### config.mk
export PLATFORM = sky130hd
export DESIGN_NAME = fa_lru_cache
export DESIGN_NICKNAME = d
export VERILOG_FILES = /design/src/rtl/fa_cache_pkg.sv /design/src/rtl/fa_tag_match.sv /design/src/rtl/fa_age_lru.sv /design/src/rtl/fa_lru_cache.sv
export SDC_FILE = /design/constraint.sdc
export NUM_CORES = 1
export LEC_CHECK = 0
export ABC_AREA = 1
export CELL_PAD_IN_SITES_DETAIL_PLACEMENT = 1
export CELL_PAD_IN_SITES_GLOBAL_PLACEMENT = 1
export CORE_MARGIN = 8
export CORE_UTILIZATION = 45
export DETAILED_ROUTE_END_ITERATION = 10
export PLACE_DENSITY = 0.85
export SLEW_MARGIN = 10
export SYNTH_ARGS = -nofsm -noshare
export SYNTH_HDL_FRONTEND = slang
export SYNTH_SLANG_ARGS = --single-unit
export TNS_END_PERCENT = 5
### constraint.sdc
create_clock -name clk -period 4.6 [get_ports clk]
set_input_delay 0.92 -clock clk [delete_from_list [all_inputs] [get_ports clk]]
set_output_delay 0.92 -clock clk [all_outputs]
set_load 0.1 [all_outputs]
### src/rtl/fa_cache_pkg.sv
package fa_cache_pkg;
  typedef enum logic {
    ST_LOOKUP = 1'b0,
    ST_FILL   = 1'b1
  } fill_state_e;
endpackage

### src/rtl/fa_tag_match.sv
module fa_tag_match #(
  parameter int NUM   = 4,
  parameter int TAG_W = 30,
  localparam int IDX_W = $clog2(NUM)
) (
  input  logic [NUM-1:0]            valid_i,
  input  logic [NUM-1:0][TAG_W-1:0] tags_i,
  input  logic [TAG_W-1:0]          key_i,
  output logic [NUM-1:0]            hit_vec_o,
  output logic                      hit_any_o,
  output logic [IDX_W-1:0]          hit_idx_o
);
  for (genvar g = 0; g < NUM; g++) begin : g_cmp
    assign hit_vec_o[g] = valid_i[g] && (tags_i[g] == key_i);
  end

  assign hit_any_o = |hit_vec_o;

  always_comb begin
    hit_idx_o = '0;
    for (int i = 0; i < NUM; i++) begin
      if (hit_vec_o[i]) hit_idx_o = IDX_W'(i);
    end
  end
endmodule

### src/rtl/fa_age_lru.sv
module fa_age_lru #(
  parameter int NUM = 4,
  localparam int IDX_W = $clog2(NUM)
) (
  input  logic             clk,
  input  logic             rst_n,
  input  logic             upd_en_i,
  input  logic [IDX_W-1:0] upd_idx_i,
  output logic [NUM-1:0]   valid_o,
  output logic [IDX_W-1:0] victim_o
);
  logic [NUM-1:0][IDX_W-1:0] age_q, age_d;
  logic [NUM-1:0]            valid_q, valid_d;
  logic [IDX_W:0]            ref_old;

  // Age the referenced slot held before this reference; an empty slot counts as older than all.
  always_comb begin
    if (valid_q[upd_idx_i]) ref_old = {1'b0, age_q[upd_idx_i]};
    else                    ref_old = (IDX_W+1)'(NUM);
  end

  always_comb begin
    age_d   = age_q;
    valid_d = valid_q;
    if (upd_en_i) begin
      for (int i = 0; i < NUM; i++) begin
        if (valid_q[i] && ({1'b0, age_q[i]} < ref_old)) age_d[i] = age_q[i] + 1'b1;
      end
      age_d[upd_idx_i]   = '0;
      valid_d[upd_idx_i] = 1'b1;
    end
  end

  always_ff @(posedge clk or negedge rst_n) begin
    if (!rst_n) begin
      valid_q <= '0;
      age_q   <= '0;
    end else if (upd_en_i) begin
      valid_q <= valid_d;
      age_q   <= age_d;
    end
  end

  // Lowest empty slot first, else the slot with the oldest age.
  always_comb begin
    logic found;
    found    = 1'b0;
    victim_o = '0;
    for (int i = 0; i < NUM; i++) begin
      if (!valid_q[i] && !found) begin
        victim_o = IDX_W'(i);
        found    = 1'b1;
      end
    end
    if (!found) begin
      for (int i = 0; i < NUM; i++) begin
        if (age_q[i] == IDX_W'(NUM-1)) victim_o = IDX_W'(i);
      end
    end
  end

  assign valid_o = valid_q;

  logic           age_clash;
  logic           age_oob;
  logic [IDX_W:0] occ_cnt;
  always_comb begin
    age_clash = 1'b0;
    age_oob   = 1'b0;
    occ_cnt   = '0;
    for (int i = 0; i < NUM; i++) occ_cnt = occ_cnt + (IDX_W+1)'(valid_q[i]);
    for (int i = 0; i < NUM; i++) begin
      if (valid_q[i] && ({1'b0, age_q[i]} >= occ_cnt)) age_oob = 1'b1;
      for (int j = i + 1; j < NUM; j++) begin
        if (valid_q[i] && valid_q[j] && (age_q[i] == age_q[j])) age_clash = 1'b1;
      end
    end
  end

  // occupied ages stay a strict order
  a_r9_ages_distinct: assert property (@(posedge clk) disable iff (!rst_n) !age_clash);
  a_r9_age_in_range:  assert property (@(posedge clk) disable iff (!rst_n) !age_oob);
  // a slot, once filled, is never emptied except by reset
  a_r6_valid_sticky:  assert property (@(posedge clk) disable iff (!rst_n)
                                       1'b1 |=> ((valid_q & $past(valid_q)) == $past(valid_q)));
endmodule

### src/rtl/fa_lru_cache.sv
module fa_lru_cache
  import fa_cache_pkg::*;
#(
  parameter int ADDR_W = 32,
  parameter int DATA_W = 32,
  parameter int NUM    = 4,
  localparam int IDX_W = $clog2(NUM),
  localparam int OFF_W = $clog2(DATA_W / 8),
  localparam int TAG_W = ADDR_W - OFF_W
) (
  input  logic              clk,
  input  logic              rst_n,
  input  logic              req_valid,
  output logic              req_ready,
  input  logic [ADDR_W-1:0] req_addr,
  output logic              resp_valid,
  output logic              resp_hit,
  output logic [DATA_W-1:0] resp_data,
  output logic              mem_req,
  output logic [ADDR_W-1:0] mem_addr,
  input  logic              mem_valid,
  input  logic [DATA_W-1:0] mem_data
);
  fill_state_e               state_q, state_d;
  logic [TAG_W-1:0]          miss_tag_q;
  logic [NUM-1:0][TAG_W-1:0] tag_q;
  logic [NUM-1:0][DATA_W-1:0] data_q;

  logic [TAG_W-1:0] key;
  logic [NUM-1:0]   valid, hit_vec;
  logic             hit_any;
  logic [IDX_W-1:0] hit_idx, victim, upd_idx;
  logic             hit_fire, miss_fire, fill_fire, upd_en;
  logic             unused_off;

  assign key        = req_addr[ADDR_W-1:OFF_W];
  assign unused_off = ^req_addr[OFF_W-1:0];

  fa_tag_match #(.NUM(NUM), .TAG_W(TAG_W)) u_match (
    .valid_i   (valid),
    .tags_i    (tag_q),
    .key_i     (key),
    .hit_vec_o (hit_vec),
    .hit_any_o (hit_any),
    .hit_idx_o (hit_idx)
  );

  fa_age_lru #(.NUM(NUM)) u_age (
    .clk       (clk),
    .rst_n     (rst_n),
    .upd_en_i  (upd_en),
    .upd_idx_i (upd_idx),
    .valid_o   (valid),
    .victim_o  (victim)
  );

  assign req_ready = (state_q == ST_LOOKUP);
  assign hit_fire  = req_ready && req_valid && hit_any;
  assign miss_fire = req_ready && req_valid && !hit_any;
  assign fill_fire = (state_q == ST_FILL) && mem_valid;
  assign upd_en    = hit_fire || fill_fire;
  // The victim is read live: ages cannot move while a refill is pending.
  assign upd_idx   = fill_fire ? victim : hit_idx;

  assign resp_valid = hit_fire || fill_fire;
  assign resp_hit   = hit_fire;
  assign resp_data  = fill_fire ? mem_data : data_q[hit_idx];
  assign mem_req    = (state_q == ST_FILL);
  assign mem_addr   = {miss_tag_q, {OFF_W{1'b0}}};

  always_comb begin
    state_d = state_q;
    unique case (state_q)
      ST_LOOKUP: if (miss_fire) state_d = ST_FILL;
      ST_FILL:   if (mem_valid) state_d = ST_LOOKUP;
      default:   state_d = ST_LOOKUP;
    endcase
  end

  always_ff @(posedge clk or negedge rst_n) begin
    if (!rst_n) state_q <= ST_LOOKUP;
    else        state_q <= state_d;
  end

  always_ff @(posedge clk) begin
    if (miss_fire) miss_tag_q <= key;
  end

  always_ff @(posedge clk) begin
    if (fill_fire) begin
      tag_q[victim]  <= miss_tag_q;
      data_q[victim] <= mem_data;
    end
  end

  // at most one slot can match a lookup
  a_r2_single_match: assert property (@(posedge clk) disable iff (!rst_n) $onehot0(hit_vec));
  // a pending refill holds its request and address until data arrives
  a_r3_req_held:     assert property (@(posedge clk) disable iff (!rst_n)
                                      (mem_req && !mem_valid) |=> (mem_req && $stable(mem_addr)));
  a_r3_stall:        assert property (@(posedge clk) disable iff (!rst_n) mem_req |-> !req_ready);
  // a miss starts a refill on the following cycle
  a_r3_miss_starts:  assert property (@(posedge clk) disable iff (!rst_n) miss_fire |=> mem_req);
  // refill response is never flagged as a hit
  a_r4_fill_resp:    assert property (@(posedge clk) disable iff (!rst_n)
                                      (mem_req && mem_valid) |-> (resp_valid && !resp_hit));
endmodule

==> run metrics <==
# rows=63; ys async rst share=0.0447; Post-layout nets=~1,700; yosys warns=0; Startpoint Class=primary input; WHS Path Cells=0; simple-gate share of the synthesized area=0.218; commonest non-fill, non-tap cells in the layout=nand2_1, edfxtp_1, nor2_1; top_reg_cell synth=edfxtp_1; largest net degree at the start of global routing=50; hold slack=531 ps; Crit Reg-Reg Endpoint=u_age.age_q[7]; clk root buf=clkbuf_16; Die H=roughly 190 µm; #FFs+latches synth=between 200 and 300; worst path arrival time=~3600 ps; CP max stage delay=460 ps; Post-synth EDFFs=approximately 280; chip width=approximately 190 µm; Sink Count=291; RSZ-0062 raised after global routing=no; CTS Buffer Depth=3; Logic pwr share=0.258; status=completed; peak supply drop=0.295 mV; Hold Crit Start=miss_tag_q[8]; total track usage=0.262; io pins=roughly 140; post-synthesis mux area share=0; CP Max Fanout=29; FF-to-FF setup slack=1030 ps; most common cell after layout, fill and taps aside=nand2_1; Hold/Removal Path Class=reg2reg; DRT iter0 DRCs=just over 800; CTS H-tree lvls=2; register area share after synthesis=0.644; Worst Reg-to-Reg Cells=22; routability cong.=slightly below 1; number of global-route vias before repair=between 10,000 and 15,000; internal power=around 5.4 mW; Avg Inst Size Synth=roughly 9.7 µm²; Final period util=0.978; Initial Utilization=0.456; power per cell area=460 mW/mm²; area delta synth->final=30.3%; switching power=about 2.7 mW; critical setup path kind=in2out; Req. time, crit path=3680 ps; CTS Hold Buffers Added=0; Antenna Violating Nets Remaining=0; r2r startpoint=u_age.valid_o[1]; power after layout=8.09 mW; GRT Residual Overflow=0; vias per inst=~5.5; fill cell count=3,178; Clock transition at path regs=60 ps; Synth Area in Compound Gates=0.0539; share of cells above drive strength 1=0.147; worst-skew pair later-pin latency=~520 ps; share of power burned in registers=0.432; Netlist Area Pre-Place=approximately 0.013 mm²; element type at the critical path end=primary output; Adder-Cell Fraction of Synth Area=0.00743; f_max=approximately 220 MHz; multi-input logic area=0.00420 mm²; global-route wire length before repair=around 72 mm; largest family of logic cells by synthesized area=simple AND/OR/NAND/NOR gates; initial antenna violation count=4; drt wl/cell=between 20 and 25 µm; Net Sw Frac=0.333; DIE AREA=between 0.03 and 0.04 mm²; Setup Skew=~28 ps; Post-Synth XOR/XNOR Area=0.0201; Final Slew Violations=0; Slew @ Worst Pin=1210 ps; synth unique cells=just over 40; max_slew headroom=0.190; cts bufs inserted=34; Clock power frac=0.310; drt total wl=between 40 and 50 mm; crit path cell chain=clkdlybuf4s50_1, buf_4, nand2_2, nand2_1, inv_1, nand2_1, nor2_1, nand2_1, nor2_1, nand2_2, nand2_4, nand2_8, clkinv_4, buf_12, nor2_1, o22ai_1, nand2_1, nand2_1, buf_12; Residual DRC=0; TritonCTS clock tree=yes; most used cell, CP=nand2_1; hpwl dp=33.3 mm; Core Region=~0.030 mm²; Pre-antenna DRT Iters=5; Synth Instances=between 1,000 and 1,500; crit path from=req_addr[21]; Period minus WS final=4500 ps; Final setup violation count=0; port buffer count=~130; Vias=between 10,000 and 15,000; register area=0.00867 mm²; Leak=~7.4 nW; Fin. Hold Viols=0; max_cap viols=0; Worst Hold Endpoint=tag_q[38]; Critical-path top delay cell=clkdlybuf4s50_1
layer usage:
metal,up-vias,global-route usage,routed length (µm)
met3,92,0.0532,3750
li1,5024,-,-
met5,-,0,32
met1,5537,0.316,18600
met4,6,0.0866,1370
met2,470,0.461,23700
critical path, delay by kind of cell:
kind,cells,cell delay (ps)
AO/OA/AOI/OAI,1,220
AND/OR/NAND/NOR,12,1220
buffers and inverters,6,1170
sequential cells by signal, summed over array words and instances (netlist names):
register	flops
data_q	128
tag_q	120
miss_tag_q	30
u_age.age_q	8
u_age.valid_o	4
mem_req	1
kinds of logic (layout without fill, tap and decap cells):
logic type,after synthesis,after routing
AND/OR/NAND/NOR,729,729
XOR/XNOR,30,30
adder cells (fa/ha/maj),8,8
buffers and inverters,196,446
AO/OA/AOI/OAI,131,131
flip-flops,291,291
other,1,3
cells in the mapped netlist, types with 8 or more instances:
cell type | n | share of area
dfrtp_1 | 13 | 0.024
nand3_1 | 28 | 0.010
ha_1 | 8 | 0.0074
clkbuf_1 | 17 | 0.0047
nand2_1 | 464 | 0.13
a21oi_1 | 9 | 0.0033
inv_2 | 16 | 0.0045
xnor2_1 | 18 | 0.012
o22ai_1 | 37 | 0.017
xor2_1 | 11 | 0.0071
o21ai_0 | 76 | 0.028
inv_1 | 143 | 0.040
nand4_1 | 23 | 0.011
nor2_1 | 181 | 0.050
edfxtp_1 | 278 | 0.62
per-stage QoR:
step                      std cells   util  worst slack, ps  area [µm²]  TNS, ps
after floorplan                1387      -              167       13500        0
after global placement         1971  0.554             17.7       16400        0
after detailed placement       1971  0.554             -182       16400    -2430
after CTS                      2026  0.590             14.3       17400        0
after global routing           2028  0.594             2.46       17600        0
final                          2028  0.594              102       17600        0
timing repair:
| action | 4_1_cts | 5_1_grt |
|---|---|---|
| setup buffers | 1 | 0 |
| setup endpoints to repair | 32 | 31 |
| pin swaps | 2 | 7 |
| cloned | 0 | 1 |
| resized for setup | 38 | 35 |
| endpoints found under the hold margin | 0 | 0 |
worst max-delay path by stage:
| stage | to | slack, ps |
|---|---|---|
| 6_report | resp_data[8] | 100 |
| 3_3_place_gp | resp_data[30] | 20 |
| 4_1_cts | resp_data[13] | 10 |
| 2_1_floorplan | data_q[64] | 170 |
| 5_1_grt | resp_data[22] | 2 |
| 3_5_place_dp | resp_data[30] | -180 |
cell type report:
class                           instances  area share
Sequential cell                       291       0.494
Tap cell                              390      0.0278
Clock inverter                          7     0.00349
Multi-Input combinational cell        900       0.239
Clock buffer                           47      0.0524
Inverter                              162      0.0351
Antenna cell                            1    0.000143
Timing Repair Buffer                  230       0.148
power by group through the flow:
| stage | logic [mW] | registers, mW | clock network (mW) |
|---|---|---|---|
| after floorplan | 1.07 | 3.64 | 0 |
| after global placement | 1.97 | 3.50 | 0 |
| after detailed placement | 2.05 | 3.53 | 0 |
| after CTS | 2.08 | 3.49 | 2.52 |
| after global routing | 2.23 | 3.52 | 2.61 |
| final | 2.09 | 3.50 | 2.50 |
No activity file was read; power rests on OpenSTA's default activity.
